`src/rtl/vle_pkg.sv`:
```
// Package: default geometry of the lane extract unit.
// Assumes power-of-two widths with CHUNK_W a multiple of WORD_W.
package vle_pkg;
    localparam int VLE_VEC_W   = 512;  // widest source vector
    localparam int VLE_CHUNK_W = 128;  // narrow slice width
    localparam int VLE_WORD_W  = 32;   // smallest mask element
    localparam int VLE_MASK_W  = 8;    // writemask bits
    localparam int VLE_IMM_W   = 8;    // immediate width
    localparam int VLE_SPEC_W  = 4;    // reserved specifier width
endpackage

```
`src/rtl/vle_slice_sel.sv`:
```
// Slice selector: picks one aligned slice of CHUNK_W or 2*CHUNK_W bits
// from the source. The number of legal positions follows from the source
// and slice widths, and the immediate is reduced modulo that count, so
// higher immediate bits are ignored.
// Assumes N_CHUNK is a power of two and at least 4.
module vle_slice_sel #(
    parameter int VEC_W   = vle_pkg::VLE_VEC_W,
    parameter int CHUNK_W = vle_pkg::VLE_CHUNK_W,
    parameter int IMM_W   = vle_pkg::VLE_IMM_W
) (
    input  logic [VEC_W-1:0]     src_vec,
    input  logic [IMM_W-1:0]     imm,
    input  logic                 src_wide,
    input  logic                 slice_wide,
    output logic [2*CHUNK_W-1:0] slice
);
    localparam int N_CHUNK = VEC_W / CHUNK_W;
    localparam int IDX_W   = $clog2(N_CHUNK);

    logic [CHUNK_W-1:0] chunk [N_CHUNK];
    logic [IDX_W:0]     pos_cnt;
    logic [IDX_W-1:0]   pos_idx;
    logic [IDX_W-1:0]   base_lo;
    logic [IDX_W-1:0]   base_hi;
    logic               unused_imm;

    // Split the source into aligned chunks.
    for (genvar c = 0; c < N_CHUNK; c++) begin : g_chunk
        assign chunk[c] = src_vec[c*CHUNK_W +: CHUNK_W];
    end

    // Immediate bits above the position index never matter.
    assign unused_imm = ^imm[IMM_W-1:IDX_W];

    // Count the legal positions, reduce the immediate and locate the chunks.
    always_comb begin
        pos_cnt = src_wide ? (IDX_W+1)'(N_CHUNK) : (IDX_W+1)'(N_CHUNK / 2);
        if (slice_wide) begin
            pos_cnt = pos_cnt >> 1;
        end
        pos_idx = imm[IDX_W-1:0] & IDX_W'(pos_cnt - 1'b1);
        base_lo = slice_wide ? IDX_W'(pos_idx << 1) : pos_idx;
        base_hi = base_lo | IDX_W'(1);
    end

    // Assemble the slice; the upper half is used only for wide slices.
    always_comb begin
        slice[CHUNK_W-1:0]         = chunk[base_lo];
        slice[2*CHUNK_W-1:CHUNK_W] = slice_wide ? chunk[base_hi] : '0;
    end
endmodule

```
`src/rtl/vle_elem_mask.sv`:
```
// Element masking: applies the writemask per 32-bit word. Element size
// picks which mask bit governs each word. Register destinations merge or
// zero the masked words and clear the bits above the slice. Memory
// destinations pass the slice through and emit byte enables.
// Assumes MASK_W >= 2*CHUNK_W/WORD_W.
module vle_elem_mask #(
    parameter int VEC_W   = vle_pkg::VLE_VEC_W,
    parameter int CHUNK_W = vle_pkg::VLE_CHUNK_W,
    parameter int WORD_W  = vle_pkg::VLE_WORD_W,
    parameter int MASK_W  = vle_pkg::VLE_MASK_W
) (
    input  logic [2*CHUNK_W-1:0] slice,
    input  logic [2*CHUNK_W-1:0] old_low,
    input  logic [MASK_W-1:0]    kmask,
    input  logic                 slice_wide,
    input  logic                 elem64,
    input  logic                 mask_en,
    input  logic                 zero_mode,
    input  logic                 dst_mem,
    output logic [VEC_W-1:0]     data,
    output logic [VEC_W/8-1:0]   byte_en
);
    localparam int N_WORD     = VEC_W / WORD_W;
    localparam int WORD_BYTES = WORD_W / 8;
    localparam int NARROW_WDS = CHUNK_W / WORD_W;
    localparam int WIDE_WDS   = 2 * NARROW_WDS;

    for (genvar w = 0; w < N_WORD; w++) begin : g_word
        if (w < WIDE_WDS) begin : g_slice
            logic in_slice;
            logic mbit;
            logic take;
            logic [WORD_W-1:0] s_wd;
            logic [WORD_W-1:0] o_wd;

            assign s_wd = slice[w*WORD_W +: WORD_W];
            assign o_wd = old_low[w*WORD_W +: WORD_W];

            // Decide whether this word is in the slice and selected by the mask.
            always_comb begin
                in_slice = (w < NARROW_WDS) || slice_wide;
                mbit     = elem64 ? kmask[w/2] : kmask[w];
                take     = !mask_en || mbit;
            end

            // Produce the data word and its byte enables for either destination.
            always_comb begin
                if (!in_slice) begin
                    data[w*WORD_W +: WORD_W] = '0;
                end else if (dst_mem || take) begin
                    data[w*WORD_W +: WORD_W] = s_wd;
                end else begin
                    data[w*WORD_W +: WORD_W] = zero_mode ? '0 : o_wd;
                end
                if (dst_mem) begin
                    byte_en[w*WORD_BYTES +: WORD_BYTES] = {WORD_BYTES{in_slice && take}};
                end else begin
                    byte_en[w*WORD_BYTES +: WORD_BYTES] = '1;
                end
            end
        end else begin : g_upper
            // Words above any slice: zero data, enabled only for registers.
            assign data[w*WORD_W +: WORD_W]              = '0;
            assign byte_en[w*WORD_BYTES +: WORD_BYTES]   = {WORD_BYTES{!dst_mem}};
        end
    end
endmodule

```
`src/rtl/vle_fault_chk.sv`:
```
// Encoding check: flags a reserved specifier other than all ones, a
// legacy encoding with the length bit clear, and a wide slice requested
// from a narrow source.
// Assumes the fields are valid only in the cycle in_valid is high.
module vle_fault_chk #(
    parameter int SPEC_W = vle_pkg::VLE_SPEC_W
) (
    input  logic [SPEC_W-1:0] rsv_spec,
    input  logic              legacy_enc,
    input  logic              vlen_bit,
    input  logic              src_wide,
    input  logic              slice_wide,
    output logic              fault
);
    // Combine the three independent illegal-encoding causes.
    always_comb begin
        fault = (rsv_spec != '1)
             || (legacy_enc && !vlen_bit)
             || (slice_wide && !src_wide);
    end
endmodule

```
`src/rtl/vec_lane_extract.sv`:
```
// Top of the masked lane extract unit. Combines slice selection, element
// masking and the encoding check, then registers the result one clock after
// in_valid. A fault clears all byte enables. The legacy encoding disables
// masking.
// Assumes no backpressure: a result is consumed in the cycle it is valid.
module vec_lane_extract #(
    parameter int VEC_W   = vle_pkg::VLE_VEC_W,
    parameter int CHUNK_W = vle_pkg::VLE_CHUNK_W,
    parameter int WORD_W  = vle_pkg::VLE_WORD_W,
    parameter int MASK_W  = vle_pkg::VLE_MASK_W,
    parameter int IMM_W   = vle_pkg::VLE_IMM_W,
    parameter int SPEC_W  = vle_pkg::VLE_SPEC_W
) (
    input  logic                 clk,
    input  logic                 rst_n,
    input  logic                 in_valid,
    input  logic                 src_wide,
    input  logic                 slice_wide,
    input  logic                 elem64,
    input  logic                 mask_en,
    input  logic                 zero_mode,
    input  logic                 dst_mem,
    input  logic                 legacy_enc,
    input  logic                 vlen_bit,
    input  logic [SPEC_W-1:0]    rsv_spec,
    input  logic [IMM_W-1:0]     imm,
    input  logic [MASK_W-1:0]    kmask,
    input  logic [VEC_W-1:0]     src_vec,
    input  logic [2*CHUNK_W-1:0] old_low,
    output logic                 out_valid,
    output logic                 out_fault,
    output logic [VEC_W-1:0]     out_data,
    output logic [VEC_W/8-1:0]   out_byte_en
);
    localparam int N_BYTE = VEC_W / 8;
    localparam int WIDE_B = 2 * CHUNK_W / 8;

    logic [2*CHUNK_W-1:0] slice;
    logic [VEC_W-1:0]     m_data;
    logic [N_BYTE-1:0]    m_be;
    logic                 fault;
    logic                 mask_eff;

    // The legacy encoding carries no writemask.
    assign mask_eff = mask_en && !legacy_enc;

    vle_slice_sel #(
        .VEC_W(VEC_W), .CHUNK_W(CHUNK_W), .IMM_W(IMM_W)
    ) u_sel (
        .src_vec(src_vec), .imm(imm), .src_wide(src_wide),
        .slice_wide(slice_wide), .slice(slice)
    );

    vle_elem_mask #(
        .VEC_W(VEC_W), .CHUNK_W(CHUNK_W), .WORD_W(WORD_W), .MASK_W(MASK_W)
    ) u_mask (
        .slice(slice), .old_low(old_low), .kmask(kmask),
        .slice_wide(slice_wide), .elem64(elem64), .mask_en(mask_eff),
        .zero_mode(zero_mode), .dst_mem(dst_mem),
        .data(m_data), .byte_en(m_be)
    );

    vle_fault_chk #(
        .SPEC_W(SPEC_W)
    ) u_fault (
        .rsv_spec(rsv_spec), .legacy_enc(legacy_enc), .vlen_bit(vlen_bit),
        .src_wide(src_wide), .slice_wide(slice_wide), .fault(fault)
    );

    // Output stage: capture a valid operation, hold the data otherwise.
    always_ff @(posedge clk) begin
        if (!rst_n) begin
            out_valid   <= 1'b0;
            out_fault   <= 1'b0;
            out_data    <= '0;
            out_byte_en <= '0;
        end else begin
            out_valid <= in_valid;
            if (in_valid) begin
                out_fault   <= fault;
                out_data    <= m_data;
                out_byte_en <= fault ? '0 : m_be;
            end
        end
    end

    assert_valid_follows_R12: assert property (@(posedge clk) disable iff (!rst_n)
        in_valid |=> out_valid);

    assert_idle_hold_R12: assert property (@(posedge clk) disable iff (!rst_n)
        !in_valid |=> (!out_valid && $stable(out_data) && $stable(out_byte_en)));

    assert_fault_no_write_R11: assert property (@(posedge clk) disable iff (!rst_n)
        (out_valid && out_fault) |-> (out_byte_en == '0));

    assert_fault_spec_R10: assert property (@(posedge clk) disable iff (!rst_n)
        (in_valid && rsv_spec != '1) |=> out_fault);

    assert_reg_upper_clear_R8: assert property (@(posedge clk) disable iff (!rst_n)
        (in_valid && !dst_mem && !slice_wide) |=> (out_data[VEC_W-1:CHUNK_W] == '0));

    assert_mem_upper_be_R9: assert property (@(posedge clk) disable iff (!rst_n)
        (in_valid && dst_mem) |=> (out_byte_en[N_BYTE-1:WIDE_B] == '0));

    assert_zero_elem_R7: assert property (@(posedge clk) disable iff (!rst_n)
        (in_valid && !dst_mem && mask_en && !legacy_enc && zero_mode && !kmask[0])
        |=> (out_data[WORD_W-1:0] == '0));
endmodule

```
`config.mk`:
```
export PLATFORM = sky130hd
export DESIGN_NAME = vec_lane_extract
export DESIGN_NICKNAME = d
export VERILOG_FILES = /design/src/rtl/vle_pkg.sv /design/src/rtl/vle_slice_sel.sv /design/src/rtl/vle_elem_mask.sv /design/src/rtl/vle_fault_chk.sv /design/src/rtl/vec_lane_extract.sv
export SDC_FILE = /design/constraint.sdc
export NUM_CORES = 1
export LEC_CHECK = 0
export BUFFER_PORTS_ARGS = -buffer_cell sky130_fd_sc_hd__buf_2
export CAP_MARGIN = 20
export CORE_AREA = 2 2 529 531
export DETAILED_ROUTE_END_ITERATION = 10
export DIE_AREA = 0 0 531 533
export PLACE_DENSITY_LB_ADDON = 0.2
export SLEW_MARGIN = 0
export SYNTH_ARGS = -nofsm -noshare
export SYNTH_HDL_FRONTEND = slang
export SYNTH_SLANG_ARGS = --single-unit
```
`constraint.sdc`:
```
create_clock -name clk -period 2.53 [get_ports clk]
set_input_delay 0.253 -clock clk [delete_from_list [all_inputs] [get_ports clk]]
set_output_delay 0.253 -clock clk [all_outputs]
set_load 0.03 [all_outputs]
```
=== Word-level counts from Yosys, hierarchy flattened ===
Cells that the tools add are included.
W data, S select, Z words.

* Equality and inequality tests: 1
* Reduce and logical (&&, ||, !) cells: 30
* $add $sub $neg: 1
* Order comparisons: 2
* Bitwise logic cells: 3
* Mux-type cells: 45

{| class="wikitable"
|+ Operators with widths
! cell !! count
|-
| $mux W32 || 20
|-
| $bmux W128 S2 || 2
|-
| $mux W128 || 4
|-
| $mux W64 || 1
|-
| $mux W4 || 8
|-
| $logic_or A1 B1 Y1 || 18
|-
| $logic_and A1 B1 Y1 || 7
|-
| $mux W1 || 7
|-
| $ge A3 B3 Y1 const B || 2
|-
| $not A2 Y3 || 2
|-
| $logic_not A1 Y1 || 5
|-
| $mux W2 || 2
|-
| $ne A4 B4 Y1 const B || 1
|-
| $mux W3 || 1
|-
| $and A2 B2 Y2 || 1
|-
| $sub A2 B1 Y2 const B || 1
|}

* Register bits: 322
* Input port bits: 799
* Word-level logic and storage cells: 86

=== Longest topological paths before layout ===
Gate-level depths: netlist (run 1).

* Depth in word-level cells: 11
* Depth in mapped cells: 7

=== Modules after synthesis ===
From an unflattened synthesis (run 1), not the netlist that was laid out.

* Cells, all modules: 4,350
* Area, all modules: 36,468.7 sq um

{| class="wikitable"
|+ By module, submodules not included
! module !! times used !! seq. area each (sq um) !! area an instance (sq um) !! cells each
|-
| vec_lane_extract || 1 || 11,571.1 || 21,933.5 || 1,942
|-
| vle_elem_mask || 1 || 0.0 || 7,775.0 || 1,088
|-
| vle_slice_sel || 1 || 0.0 || 6,736.5 || 1,316
|-
| vle_fault_chk || 1 || 0.0 || 23.8 || 4
|}

=== Worst setup path after synthesis (run 1) ===
No wires, ideal clock.

* Kind: input -> register
* Start: in imm[1]
* End: reg out_data[42]
* Path slack: 0.506 ns
* Required time: 2.408 ns
* Arrival: 1.903 ns
* Stages on the path: 6
* Cell sequence: clkbuf_1 > mux2_4 > nand2_2 > buf_2 > mux4_2 > a221o_1

* Longest elaborated chain between the ends: 7

{| class="wikitable"
|+ RTL lines
! item !! RTL line !! source
|-
| start: declaration || vec_lane_extract.sv:26 || <nowiki>input logic [IMM_W-1:0] imm,</nowiki>
|-
| $and A2 B2 Y2 || vle_slice_sel.sv:41 || <nowiki>pos_idx = imm[IDX_W-1:0] & IDX_W'(pos_cnt - 1'b1);</nowiki>
|-
| $mux W2 || vle_slice_sel.sv:42 || <nowiki>base_lo = slice_wide ? IDX_W'(pos_idx << 1) : pos_idx;</nowiki>
|-
| $not A2 Y3 (implied by the code) || vle_slice_sel.sv:48 || <nowiki>slice[CHUNK_W-1:0] = chunk[base_lo];</nowiki>
|-
| $bmux W128 S2 || vle_slice_sel.sv:48 ||
|-
| $mux W128 (implied by the code) (2 in series) || vle_slice_sel.sv:48 ||
|-
| $mux W32 || vle_elem_mask.sv:50 || <nowiki>end else if (dst_mem || take) begin</nowiki>
|-
| end signal: assignment || vec_lane_extract.sv:81 || <nowiki>out_data <= m_data;</nowiki>
|-
| end: declaration || vec_lane_extract.sv:32 || <nowiki>output logic [VEC_W-1:0] out_data,</nowiki>
|}

Every way passes these cells. The select of a mux whose other input is x is not followed.
A chain may end at the register's enable or synchronous reset.

=== Worst setup path in the final report (run 1) ===
* Start: in slice_wide
* End: reg out_data[84]

* Longest elaborated chain between the ends: 9

{| class="wikitable"
|+ RTL lines
! item !! RTL line !! source
|-
| start: declaration || vec_lane_extract.sv:18 || <nowiki>input logic slice_wide,</nowiki>
|-
| $mux W2 || vle_slice_sel.sv:38 || <nowiki>if (slice_wide) begin</nowiki>
|-
| $sub A2 B1 Y2 || vle_slice_sel.sv:41 ||
|-
| $and A2 B2 Y2 || vle_slice_sel.sv:41 ||
|-
| $mux W2 (*) || vle_slice_sel.sv:42 ||
|-
| $not A2 Y3 (implied by the code) (*) || vle_slice_sel.sv:48 ||
|-
| $bmux W128 S2 (*) || vle_slice_sel.sv:48 ||
|-
| $mux W128 (implied by the code) (*) (2 in series) || vle_slice_sel.sv:48 ||
|-
| $mux W32 (*) || vle_elem_mask.sv:50 ||
|}

Mark *: on every way between the ends. The rest lies on a longest branch, timed or not. The select of a mux whose other input is x is not followed.

==> results of run 1 <==
## cell type report
class / instances / area (µm²) / area share (%)
clock buffers: 64 / 1380 / 3.88
repair buffers: 1652 / 11100 / 31.2
clock inverters: 20 / 228 / 0.640
diodes: 95 / 238 / 0.668
well taps: 3724 / 4660 / 13.1
inverters: 4 / 15.0 / 0.0422
multi-input cells: 1812 / 12600 / 35.5
flip-flops and latches: 267 / 5350 / 15.0
## registers in the layout (all words and copies together) (netlist names)
| name | count |
|---|---|
| out_byte_en | 9 |
| out_fault | 1 |
| out_valid | 1 |
| out_data | 256 |
## kinds of logic (layout without fill, tap and decap cells)
| family | count (synthesis) | count (layout) | synth area share, % |
|---|---|---|---|
| AO/OA/AOI/OAI | 976 | 976 | 30.9 |
| buffers and inverters | 543 | 1740 | 16.2 |
| flip-flops | 267 | 267 | 26.5 |
| multiplexers | 113 | 113 | 12.2 |
| other | 1 | 351 | 0.0186 |
| AND/OR/NAND/NOR | 467 | 467 | 14.2 |
## stage by stage
step | cell area [µm²] | setup TNS, ps | utilization, % | total power, µW
5_1_grt | 35400 | 0 | 12.7 | 17900
4_1_cts | 35300 | 0 | 12.7 | 17500
3_3_place_gp | 29900 | -77.3 | 10.7 | 9600
6_report | 35600 | 0 | 12.8 | 17100
2_1_floorplan | 21100 | 0 | - | 7420
3_5_place_dp | 29900 | -119 | 10.7 | 9600
## path summary, 6_finish.rpt
kind / start / end / slack [ps] / depth (start not counted)
setup / recovery: slice_wide / out_data[84] / 210 / 8
hold / removal: src_vec[434] / out_data[178] / 90 / 4
setup reg to reg: out_data[166] / out_data[166] / 1070 / 4
hold reg to reg: out_fault / out_fault / 500 / 1
## placed cells by master (no fill, tap or decap), types with 27 or more instances in the layout
cell	netlist	routed
dlygate4sd3_1	0	387
o21ai_1	27	27
a21boi_0	151	151
diode_2	0	95
clkbuf_16	0	47
buf_2	27	1111
and3_1	128	128
a21oi_1	286	283
mux4_2	105	105
nor2b_1	155	152
buf_12	0	38
a221o_1	83	83
o21ai_0	256	256
and2_1	85	84
conb_1	1	256
dfxtp_1	267	267
a31oi_1	50	50
nand2_1	29	29
buf_4	314	113
## worst register-to-register path, delay by kind of cell (launching register included)
family / cells / cell delay, ps
AND/OR/NAND/NOR: 1 / 190
flip-flops: 1 / 410
buffers and inverters: 1 / 560
AO/OA/AOI/OAI: 2 / 240
## metal layers
layer	wire, µm	track usage [%]	up-vias
li1	-	-	11100
met1	76700	15.1	12300
met2	89800	21.5	1443
met3	21900	5.94	368
met4	6370	4.30	134
met5	894	0	-
## power by group through the flow
stage	logic [µW]	registers (µW)	clock network, µW
5_1_grt	5730	4630	7510
3_3_place_gp	4910	4690	0
3_5_place_dp	4910	4690	0
6_report	5400	4600	7090
4_1_cts	5490	4600	7450
2_1_floorplan	2280	5140	0
## what timing repair did
item | in CTS | in global routing
hold buffers | 387 | 0
setup buffers | 0 | 0
hold endpoints to repair | 254 | 0
==> impl_metrics.toml, run 1 <==
[run_status]
outcome = "finished, final reports clean"

[yosys]
async_flop_share_pct = 0
synth_top_area_share_pct = 26.5
yosys-top-cells-area = "dfxtp_1 (27%), mux4_2 (12%), buf_4 (12%), a21oi_1 (7.1%), o21ai_0 (6.4%)"
synth_common_cells = "buf_4 (314), a21oi_1 (286), dfxtp_1 (267), o21ai_0 (256), clkbuf_1 (190)"
syn_inst = 2367
yosysWarnings = 0
yosys.area.top_type = "dfxtp_1"
synth_area_per_cell_um2 = 8.51
synthFlopType = "dfxtp_1"
synth.distinct_cells = 42
synth_area_um2 = 20100
ys_ff_latch = 267
synth_seq_area_share_pct = 26.5
synth_edf_count = 0
synth.most_common_cell = "buf_4"

[die]
coreArea_um2 = 278000
start_util_pct = 7.25
design.portCount = 1377
dieArea_um2 = 283000
fp.dieW_um = 531
dieHeight_um = 533
placementRows = 194

[setup_path]
worstSetupStartpointType = "input pin"
critPathMaxFanout = 18
worstSetupEndpointType = "register"
required_ps = 3070
crit_type = "in -> reg"
arrival_ps = 2860
critical_path.top_delay_family = "buffers and inverters"
cp_common_cell = "buf_12"
crit_chain = "buf_2 > mux2_8 > nand2_8 > buf_12 > buf_12 > mux4_2 > a221o_1 > dlygate4sd3_1"
cp_slowest_cell = "dlygate4sd3_1"
max_stage_delay_ps = 540
crit_buf_inv = 4

[run]
maxCapViolCount = 0

[layout]
drive_gt1_share_pct = 39.7
area_delta_synth_final_pct = 76.7
fin_nets = 4581
n_fill_cell = 32200
layout.cells.non_filler = 7638

[worst_hold_path]
hp-class = "in -> reg"

[timing]
min_period_over_period_pct = 91.7
final.min_clock_period_ps = 2320
hold_viol = 0
worst_hold_slack_ps = 92.7
drv_slew = 0
clock_skew_ps = 0
max_freq_mhz = 431
final-setup-viol-count = 0
setup_slack_ps = 209
tightest_slew_ps = 1040
maxSlewHeadroom_pct = 31.0
grt_setup_unrepaired = "no"

[cts]
clkTransAtPathRegs_ps = 60
htree_levels = 2
cts_resized = 0
cts_tree = "done"
clockBufferDepth = 3
clkLatencyLatePin_ps = 660
clock-sinks = 267
root_buffer = "clkbuf_16"
cts_inserted_buffers = 45

[power_and_ir_drop]
powerDensity_nw_per_um2 = 480
p_sw_uw = 6330
leakage_uw = 0.0157
pwr-share-seq_pct = 26.9
intPower_uw = 10800
p_clk_share_pct = 41.5
swShare_pct = 37.1
p_comb_share_pct = 31.6
vdd_drop_max_uv = 518

[detailed_routing]
viasPerCell = 3.32
drc = 0
antenna_left = 0
wire_per_inst_um = 25.6
drt_iter0_drc = 1513
totalWireLength_um = 196000
vias = 25400
drt_first_pass_iters = 5

[grt]
grt_pass1_wl_um = 246000
grt_max_degree = 82
overflow = 0
grt_pass1_vias = 24300
track_usage_pct = 13.1
antenna_found_initial = 229

[placed_design]
dp_hpwl_um = 165000
dp.cells = 7072
place_congestion = 0.837
pre_cts_ws_ps = -59.6
numPortBuffers = 1114
No activity file was read; power rests on OpenSTA's default activity.
==> run 2, diff against run 1 <==
CORE_AREA = 2 2 538 540   (was 2 2 529 531)
CTS_BUF_LIST = sky130_fd_sc_hd__clkbuf_4 sky130_fd_sc_hd__clkbuf_8   (was unset)
DIE_AREA = 0 0 540 542   (was 0 0 531 533)
==> run 2 against run 1 <==
Clock power shrank 3.5%. Largest power group unchanged. Via count increased by 4.2%. Register-to-register slack got worse by 120 ps.
==> impl_metrics.toml, run 2 (synthesis gave the netlist of run 1 again) <==
[power_and_ir_drop]
vdd_drop_max_uv = 319
leakage_uw = 0.0165
powerDensity_nw_per_um2 = 462

[cts]
clock-sinks = 267
clockBufferDepth = 4
cts_tree = "done"
clkLatencyLatePin_ps = 820
cts_inserted_buffers = 75
root_buffer = "clkbuf_8"
clkTransAtPathRegs_ps = 50
htree_levels = 3

[layout]
n_fill_cell = 33300
top_register = "out_data"
fin_nets = 4740
biggestRegsByFlops = "out_data (256), out_byte_en (9)"
final_cell_mix = "buf_2 (1111), dlygate4sd3_1 (516), a21oi_1 (283), dfxtp_1 (267), conb_1 (256)"
area_delta_synth_final_pct = 83.3
fin_util_pct = 12.9
largest_register_ffs = 256
multiInputGateArea_um2 = 12600
final_common_cell = "buf_2"
drive_gt1_share_pct = 39.1
final-seq-area_um2 = 5350

[detailed_routing]
antenna_left = 0
vias = 26400
viasPerCell = 3.37
drt_iter0_drc = 1644
drc = 0
wire_per_inst_um = 26.0
totalWireLength_um = 204000
drt_first_pass_iters = 5

[die]
dieArea_um2 = 293000
coreArea_um2 = 287000
start_util_pct = 7.02
fp.dieW_um = 540
placementRows = 197
dieHeight_um = 542
design.portCount = 1377

[grt]
grt_pass1_vias = 25600
track_usage_pct = 13.3
grt_pass1_wl_um = 258000
grt_max_degree = 94
overflow = 0
antenna_found_initial = 270

[setup_path]
crit_type = "in -> reg"
worstSetupEndpointType = "register"
ff2ff_path_depth = 3
arrival_ps = 3210
max_stage_delay_ps = 630
worstSetupStartpointType = "input pin"
crit_chain = "buf_2 > buf_12 > nand2b_4 > buf_12 > buf_4 > mux4_2 > dlygate4sd3_1 > o21a_1 > dlygate4sd3_1"
cp_slowest_cell = "dlygate4sd3_1"
crit_start = "slice_wide"
required_ps = 3240
rr_startpoint = "out_data[46]"
critPathMaxFanout = 33

[timing]
min_period_over_period_pct = 99.0
hold_viol = 0
final-setup-viol-count = 0
drv_slew = 0
final.min_clock_period_ps = 2500
maxSlewHeadroom_pct = 34.3
clock_skew_ps = 0
tightest_slew_ps = 986
grt_setup_unrepaired = "no"
max_freq_mhz = 399
setup_tns_ps = 0

[placed_design]
place_congestion = 0.859
dp_hpwl_um = 169000
numPortBuffers = 1114

[worst_hold_path]
min-delay-start = "src_vec[11]"
hp-class = "in -> reg"
hold_depth = 3

[run_status]
outcome = "finished, final reports clean"

[run]
maxCapViolCount = 0
run 2: changes by cell type in the layout (fill, tap and decap cells not counted), moves of 3 or more:
cell | previous run | this run
clkbuf_8 | 14 | 95
clkbuf_4 | 0 | 14
diode_2 | 95 | 71
buf_12 | 38 | 41
buf_4 | 113 | 109
clkbuf_16 | 47 | 0
dlygate4sd3_1 | 387 | 516
clkbuf_1 | 3 | 0
run 2: path summary, 6_finish.rpt:
kind	endpoint	slack, ps
worst max register to register	out_data[46]	950
worst max-delay path	out_data[50]	30
worst min register to register	out_fault	490
worst min-delay path	out_data[11]	100
run 2: metrics by stage:
stage          std cells  hold WS (ps)  area [µm²]  setup WS (ps)  total power (µW)
6_report            7841           100       36900           25.3             17000
5_1_grt             7789          38.7       36800           22.4             17900
4_1_cts             7767          1.97       36700           70.7             17500
3_5_place_dp        7126           483       29900           23.1              9630
3_3_place_gp        7126           469       29900           49.3              9640
2_1_floorplan       2622           391       21100            506              7420
run 2: final cells by class:
| cell class | instances | share of cell area (%) |
|---|---|---|
| Clock buffer | 109 | 3.83 |
| Antenna cell | 71 | 0.481 |
| Sequential cell | 267 | 14.5 |
| Timing Repair Buffer | 1781 | 33.7 |
| Clock inverter | 16 | 0.461 |
| Tap cell | 3781 | 12.8 |
| Multi-Input combinational cell | 1812 | 34.2 |
| Inverter | 4 | 0.0407 |
run 2: metal layers:
metal  vias to the layer above  track usage, %  part of all wire [%]
li1                      11400               -                     -
met1                     12700            15.1                    39
met2                      1668            22.0                    46
met3                       510            6.12                    11
met4                       166            4.00                   3.5
met5                         -               0                  0.56
run 2: power by group:
| group | switching [µW] | internal (µW) | leakage (µW) | total [µW] |
|---|---|---|---|---|
| registers | 154 | 4460 | 0.00219 | 4610 |
| logic | 3350 | 2240 | 0.0135 | 5590 |
| clock network | 2970 | 3870 | 0.000831 | 6840 |
run 2: timing repair:
item	in CTS	in global routing
hold buffers	516	0
endpoints found under the setup margin	0	5
buffers inserted	0	2
gates resized for setup	0	1
hold endpoints to repair	267	0
run 2: critical path: cells and delay by family:
kind                   cells  cell delay [ps]
AOI/OAI and AO/OA          1              180
buffers and inverters      6             2070
muxes                      1              380
and+or+nand+nor            1              210
